`config.mk`:
```
export PLATFORM = sky130hd
export DESIGN_NAME = exec_unit
export DESIGN_NICKNAME = d
export VERILOG_FILES = /design/src/rtl/exec_pkg.sv /design/src/rtl/exec_alu.sv /design/src/rtl/exec_ccreg.sv /design/src/rtl/exec_cond.sv /design/src/rtl/exec_unit.sv
export SDC_FILE = /design/constraint.sdc
export NUM_CORES = 1
export LEC_CHECK = 0
export ABC_AREA = 1
export BUFFER_PORTS_ARGS = -buffer_cell sky130_fd_sc_hd__buf_2
export CAP_MARGIN = 10
export CORE_ASPECT_RATIO = 1.25
export CORE_MARGIN = 2
export CORE_UTILIZATION = 45
export CTS_CLUSTER_DIAMETER = 40
export DETAILED_ROUTE_END_ITERATION = 10
export PLACE_DENSITY = 0.7
export SYNTH_ARGS = -nofsm -noshare
export SYNTH_HDL_FRONTEND = slang
export SYNTH_HIERARCHICAL = 1
export SYNTH_SLANG_ARGS = --single-unit
```
`constraint.sdc`:
```
create_clock -name clk -period 2.3 [get_ports clk]
set_input_delay 0.345 -clock clk [delete_from_list [all_inputs] [get_ports clk]]
set_output_delay 0.345 -clock clk [all_outputs]
set_load 0.05 [all_outputs]
```
`src/rtl/exec_pkg.sv`:
```
package exec_pkg;

    typedef enum logic [3:0] {
        OP_ADD = 4'd0,
        OP_SUB = 4'd1,
        OP_AND = 4'd2,
        OP_XOR = 4'd3
    } alu_op_e;

    typedef enum logic [3:0] {
        CC_ANY = 4'd0,
        CC_LE  = 4'd1,
        CC_LT  = 4'd2,
        CC_EQ  = 4'd3,
        CC_NE  = 4'd4,
        CC_GE  = 4'd5,
        CC_GT  = 4'd6
    } cond_e;

    typedef struct packed {
        logic zero;
        logic neg;
        logic ovf;
    } flags_t;

    localparam int FLAG_W = $bits(flags_t);

    function automatic logic cond_eval(input logic [3:0] code, input flags_t f);
        logic lt;
        lt = f.neg ^ f.ovf;
        case (code)
            CC_ANY:  return 1'b1;
            CC_LE:   return lt | f.zero;
            CC_LT:   return lt;
            CC_EQ:   return f.zero;
            CC_NE:   return ~f.zero;
            CC_GE:   return ~lt;
            CC_GT:   return ~lt & ~f.zero;
            default: return 1'b0;
        endcase
    endfunction

endpackage

```
`src/rtl/exec_alu.sv`:
```
module exec_alu
    import exec_pkg::*;
#(
    parameter int DW = 32
) (
    input  logic [3:0]    fn,
    input  logic [DW-1:0] a,
    input  logic [DW-1:0] b,
    output logic [DW-1:0] y,
    output flags_t        nf
);
    localparam int MSB = DW - 1;

    logic ovf;

    always_comb begin
        ovf = 1'b0;
        case (fn)
            OP_ADD: begin
                y   = b + a;
                ovf = (a[MSB] == b[MSB]) && (y[MSB] != b[MSB]);
            end
            OP_SUB: begin
                y   = b - a;
                ovf = (a[MSB] != b[MSB]) && (y[MSB] != b[MSB]);
            end
            OP_AND:  y = b & a;
            OP_XOR:  y = b ^ a;
            default: y = '0;
        endcase
        nf.zero = (y == '0);
        nf.neg  = y[MSB];
        nf.ovf  = ovf;
    end

endmodule

```
`src/rtl/exec_ccreg.sv`:
```
module exec_ccreg
    import exec_pkg::*;
(
    input  logic   clk,
    input  logic   rst,
    input  logic   load,
    input  flags_t d,
    output flags_t q
);
    always_ff @(posedge clk) begin
        if (rst) begin
            q <= '0;
        end else if (load) begin
            q <= d;
        end
    end

endmodule

```
`src/rtl/exec_cond.sv`:
```
module exec_cond
    import exec_pkg::*;
(
    input  logic [3:0] code,
    input  flags_t     f,
    output logic       taken
);
    always_comb begin
        taken = cond_eval(code, f);
    end

endmodule

```
`src/rtl/exec_unit.sv`:
```
module exec_unit
    import exec_pkg::*;
#(
    parameter int DW = 32
) (
    input  logic          clk,
    input  logic          rst,
    input  logic [3:0]    fn_alu,
    input  logic [DW-1:0] opnd_a,
    input  logic [DW-1:0] opnd_b,
    input  logic          set_flags,
    input  logic [3:0]    cond_fn,
    output logic [DW-1:0] result,
    output logic [2:0]    flags_q,
    output logic          cond_true
);
    flags_t next_f;
    flags_t held_f;

    exec_alu #(.DW(DW)) u_alu (
        .fn (fn_alu),
        .a  (opnd_a),
        .b  (opnd_b),
        .y  (result),
        .nf (next_f)
    );

    exec_ccreg u_ccreg (
        .clk  (clk),
        .rst  (rst),
        .load (set_flags),
        .d    (next_f),
        .q    (held_f)
    );

    exec_cond u_cond (
        .code  (cond_fn),
        .f     (held_f),
        .taken (cond_true)
    );

    assign flags_q = held_f;

endmodule

```
==> results of run 1 <==
-- Yosys cell counts, types with 2 or more instances --
master and n:
nor3_2 6, xor2_1 3, inv_1 277, nand2_4 8, fa_1 2, nand4_1 19
nand2_1 429, nor2_1 92, ha_1 64, o21ai_0 26, buf_6 24, nand3b_1 7
and2_1 3, buf_4 5, nand3_2 21, o21bai_1 5, o21ai_1 7, buf_2 4
o22ai_1 23, nand3_1 117, a21oi_2 10, buf_1 3, nor2_4 17, nor2_2 31
nand2_2 35, clkinv_1 5, a21oi_1 39, dfxtp_1 3, inv_2 29
-- per-layer routing --
layer	GRT overflow	GRT usage
met1	0	0.525
met2	6	0.765
met3	0	0.284
met4	0	0.472
met5	0	0.0762
-- cells by family after synthesis --
| kind of cell | after synthesis | synth area share |
|---|---|---|
| compound gates | 117 | 0.101 |
| flops | 3 | 0.00867 |
| fa+ha+maj | 66 | 0.121 |
| buf+inv | 349 | 0.219 |
| simple gates | 793 | 0.547 |
| xor+xnor | 3 | 0.00379 |
-- through the flow --
stage	cell area (sq um)	std cells	setup WS, ps
CTS	11600	1898	-226
detailed placement	9790	1865	-705
global placement	9790	1865	-718
floorplan	7150	1331	-347
-- timing repair --
item	CTS
gates resized for setup	411
pin swaps	140
buffers inserted	32
setup endpoints to repair	32
==> run_results.csv, run 1 <==
group,metric,value,unit
run_status,status,"stopped before the end",
run_status,stop_stage,"global routing",
run_status,toolErrorMsg,"[ERROR GRT-0232] Routing congestion too high. Check the congestion heatmap in the GUI.",
clocking,cts-root-buf,"clkbuf_16",
timing,worst_path_end_type,"output port",
yosys,yosysSeqAreaShare,0.00867,
clocking,ctsLongestPathBuffers,2,
yosys,syn-mean-instance-area,5.21,sq um
floorplanning,start_util,0.462,
yosys,syn_area,6930,sq um
placed_design,dp_hpwl,24800,um
clocking,cts-hold-fix-buffers,0,
clocking,cts_made_buffers,3,
floorplanning,die_h,143,um
yosys,synth_area_leader_cell,"nand2_1",
clocking,clock_sinks,3,
placed_design,port_buffers,110,
global_routing,grt_max_degree,20,
floorplanning,rows,50,
yosys,ys_top_cells_by_area,"nand2_1, inv_1, ha_1",
timing,postGrtWorstEndpoint,"result[30]",
yosys,synthFlopType,"dfxtp_1",
yosys,async_flop_share,0,
yosys,synth.distinct_cells,46,
yosys,ys_seq_elements,3,
yosys,synth_edf_count,0,
yosys,syn-instance-count,1331,
global_routing,grt_usage,0.523,
global_routing,grt-ovfl-total,6,
yosys,synth_top_area_frac,0.232,
placed_design,gp_congestion,1.04,
floorplanning,die_width,115,um
floorplanning,pin_count,111,
clocking,cts.htree.levels,1,
yosys,yosysWarnings,6,
yosys,synthesis.nets,1472,
==> run 2: changes to the inputs <==
--- a/config.mk
+++ b/config.mk
@@ -8,12 +8,10 @@
 export ABC_AREA = 1
 export BUFFER_PORTS_ARGS = -buffer_cell sky130_fd_sc_hd__buf_2
 export CAP_MARGIN = 10
-export CORE_ASPECT_RATIO = 1.25
 export CORE_MARGIN = 2
-export CORE_UTILIZATION = 45
-export CTS_CLUSTER_DIAMETER = 40
+export CORE_UTILIZATION = 30
 export DETAILED_ROUTE_END_ITERATION = 10
-export PLACE_DENSITY = 0.7
+export PLACE_DENSITY_LB_ADDON = 0.15
 export SYNTH_ARGS = -nofsm -noshare
 export SYNTH_HDL_FRONTEND = slang
 export SYNTH_HIERARCHICAL = 1
==> constraint.sdc (replaced) <==
create_clock -name clk -period 3 [get_ports clk]
set_input_delay 0.45 -clock clk [delete_from_list [all_inputs] [get_ports clk]]
set_output_delay 0.45 -clock clk [all_outputs]
set_load 0.05 [all_outputs]
==> run 2 against run 1 <==
- the run now ends clean
- synthesized cell count is the same
- synthesized area is the same
==> run_results.csv, run 2 <==
group,metric,value,unit
run_status,status,"complete, no violations",
placed_design,gp_congestion,0.924,
timing,fmax,346,MHz
min_path,hold_class,"primary input to register",
route,wl_per_cell,15.4,um
timing,setup_viol,0,
pwr,p_sw_frac,0.556,
global_routing,grt_pass1_vias,8112,
cells_and_area,nets,1715,
setup_path,r2r_slack,2430,ps
yosys,synth_area_leader_cell,"nand2_1",
setup_path,path_buf_inv,7,
yosys,synth.most_common_cell,"nand2_1",
floorplanning,start_util,0.306,
clocking,cts-hold-fix-buffers,0,
cells_and_area,final_common_cell,"nand2_1",
clocking,ctsLongestPathBuffers,2,
route,drt_iter0_drc,581,
floorplanning,rows,55,
route,vias_per_cell,4.72,
route,firstDrtPassIters,5,
yosys,syn-instance-count,1331,
cells_and_area,largest-register,"u_ccreg/q",
cells_and_area,largest_register_ffs,3,
setup_path,start_kind,"primary input",
floorplanning,dieArea,24300,sq um
timing,finalMaxSlewViolations,0,
yosys,async_flop_share,0,
yosys,synth.distinct_cells,46,
clocking,cts_tree,"built",
setup_path,critical-path-top-delay-family,"buffers and inverters",
yosys,yosysSeqAreaShare,0.00867,
placed_design,dp_hpwl,24600,um
cells_and_area,final_cell_mix,"nand2_1, inv_1, buf_4",
pwr,pwr-share-seq,0.021,
yosys,ys_top_cells_by_area,"nand2_1, inv_1, ha_1",
setup_path,reg2regPathDepth,2,
setup_path,cpMaxStageDelayCell,"ha_2",
setup_path,path_depth,15,
floorplanning,pin_count,111,
route,antenna_left,0,
setup_path,worst_ep_arrival_time,2440,ps
floorplanning,die_h,156,um
setup_path,endpoint,"result[25]",
global_routing,antenna_found_initial,0,
floorplanning,core_area,22600,sq um
global_routing,grt_first_pass_wirelength,43700,um
floorplanning,die_width,156,um
setup_path,worst-setup-path-type,"primary input to output port",
placed_design,port_buffers,110,
pwr,power.density,229,nW/um^2
global_routing,grt_usage,0.229,
cells_and_area,largest_registers,"u_ccreg/q x3",
setup_path,cpPeakStageDelay,370,ps
job,drv_cap,0,
timing,fin_crit_sh,0.962,
route,vias,8773,
global_routing,grt-ovfl-total,0,
clocking,path_clk_slew,30,ps
cells_and_area,layout-drive-gt1-share,0.329,
clocking,cts_made_buffers,3,
setup_path,critPathCaptureType,"output port",
timing,slew_headroom,0.738,
pwr,p_sw,1.21,mW
timing,grt_setup_unrepaired,"yes",
yosys,ys_seq_elements,3,
timing,hold_violations,0,
setup_path,crit_path_start,"opnd_a[16]",
setup_path,worst-endpoint-required,2550,ps
pwr,combPwrFrac,0.880,
clocking,clock_sinks,3,
setup_path,critPathMaxFanout,6,
timing,holdWs,488,ps
yosys,netlist_top_cells_count,"nand2_1, inv_1, nand3_1",
timing,tightest_slew,389,ps
setup_path,path_common_cell,"nand3_1",
pwr,p_int,964,uW
setup_path,r2r_start,"u_ccreg/q[2]",
pwr,ir_drop,0.140,mV
yosys,syn_area,6930,sq um
cells_and_area,areaGrowthSynthToFinish,37.0,%
yosys,syn-mean-instance-area,5.21,sq um
clocking,cts-root-buf,"clkbuf_16",
yosys,synthesis.nets,1472,
route,drc,0,
setup_path,r2r-end,"u_ccreg/q[2]",
timing,final.setup.tns,0,ps
pwr,pwr-share-clk,0.099,
timing,min_period,2890,ps
clocking,clock_latency,230,ps
route,routed_wl,28500,um
yosys,yosysWarnings,6,
clocking,cts.htree.levels,1,
yosys,synth_edf_count,0,
setup_path,crit_chain,"buf_2 > inv_1 > ha_2 > buf_4 > inv_2 > a21oi_2 > nand2_1 > inv_1 > nand2_1 > a21oi_1 > nand3_1 > nand3_1 > nand3_1 > buf_4 > clkbuf_4",
yosys,synth_top_area_frac,0.232,
global_routing,grt_max_degree,26,
pwr,leakagePower,5.55,nW
cells_and_area,antenna_cells,0,
yosys,synthFlopType,"dfxtp_1",
timing,finClkSkew,0,ps
==> run 2: cell counts after synthesis <==
No cell type changed its count.
==> run 2: worst min-delay path by stage <==
stage,slack (ps),end,cells past startpoint,from
3_3_place_gp,490,u_ccreg/q[0],2,u_ccreg/q[0]
3_5_place_dp,500,u_ccreg/q[0],2,u_ccreg/q[0]
2_1_floorplan,580,u_ccreg/q[1],2,set_flags
6_report,490,u_ccreg/q[1],4,rst
5_1_grt,500,u_ccreg/q[2],4,rst
4_1_cts,490,u_ccreg/q[1],4,rst
==> run 2: stage by stage <==
step | std cells | total power [mW] | util | instance area [sq um] | setup slack (ps)
floorplan | 1331 | 1.16 | - | 6930 | 122
global placement | 1847 | 1.80 | 0.390 | 8820 | -274
detailed placement | 1847 | 1.80 | 0.390 | 8820 | -271
CTS | 1851 | 2.04 | 0.396 | 8960 | 0.859
global route | 1858 | 2.35 | 0.420 | 9500 | -38.8
finish | 1858 | 2.17 | 0.420 | 9500 | 114
==> run 2: final cells by class <==
type / count / area (sq um)
inverters: 311 / 1170
flip-flops and latches: 3 / 60.1
fillers: 2514 / 13100
clock buffers: 4 / 78.8
repair buffers: 276 / 2000
multi-input cells: 979 / 5830
well taps: 285 / 357
==> run 2: layer usage <==
layer | vias up | global-route usage | wire length (um)
met1 | 3935 | 0.333 | 13700
met2 | 270 | 0.375 | 12800
met3 | 24 | 0.0142 | 1580
met5 | - | 0 | 0
li1 | 4544 | - | -
met4 | 0 | 0.0415 | 401
==> run 2: worst min-delay path: cells and delay by family <==
kind	cells	cell delay, ps
buf+inv	2	120
simple gates	2	90
==> run 2: timing repair <==
item / CTS / global route
setup endpoints to repair: 13 / 22
gates cloned: 0 / 0
buffers inserted: 0 / 7
resized for setup: 20 / 118
pin swaps: 1 / 19
endpoints found under the hold margin: 0 / 0
==> run 2: kinds of logic (layout without fill, tap and decap cells) <==
family / after synthesis / after routing / synth area share
fa+ha+maj: 66 / 66 / 0.121
xor+xnor: 3 / 3 / 0.00379
flops: 3 / 3 / 0.00867
buf+inv: 349 / 591 / 0.219
compound gates: 117 / 117 / 0.101
simple gates: 793 / 793 / 0.547
==> run 2: power groups by stage <==
stage / Combinational [mW] / Clock [mW] / Sequential [mW]
6_report: 1.91 / 0.215 / 0.0448
3_3_place_gp: 1.75 / 0 / 0.0454
2_1_floorplan: 1.11 / 0 / 0.0533
4_1_cts: 1.78 / 0.221 / 0.0449
5_1_grt: 2.09 / 0.223 / 0.0452
3_5_place_dp: 1.76 / 0 / 0.0454
Note: power is estimated with default switching activity, not from simulation.
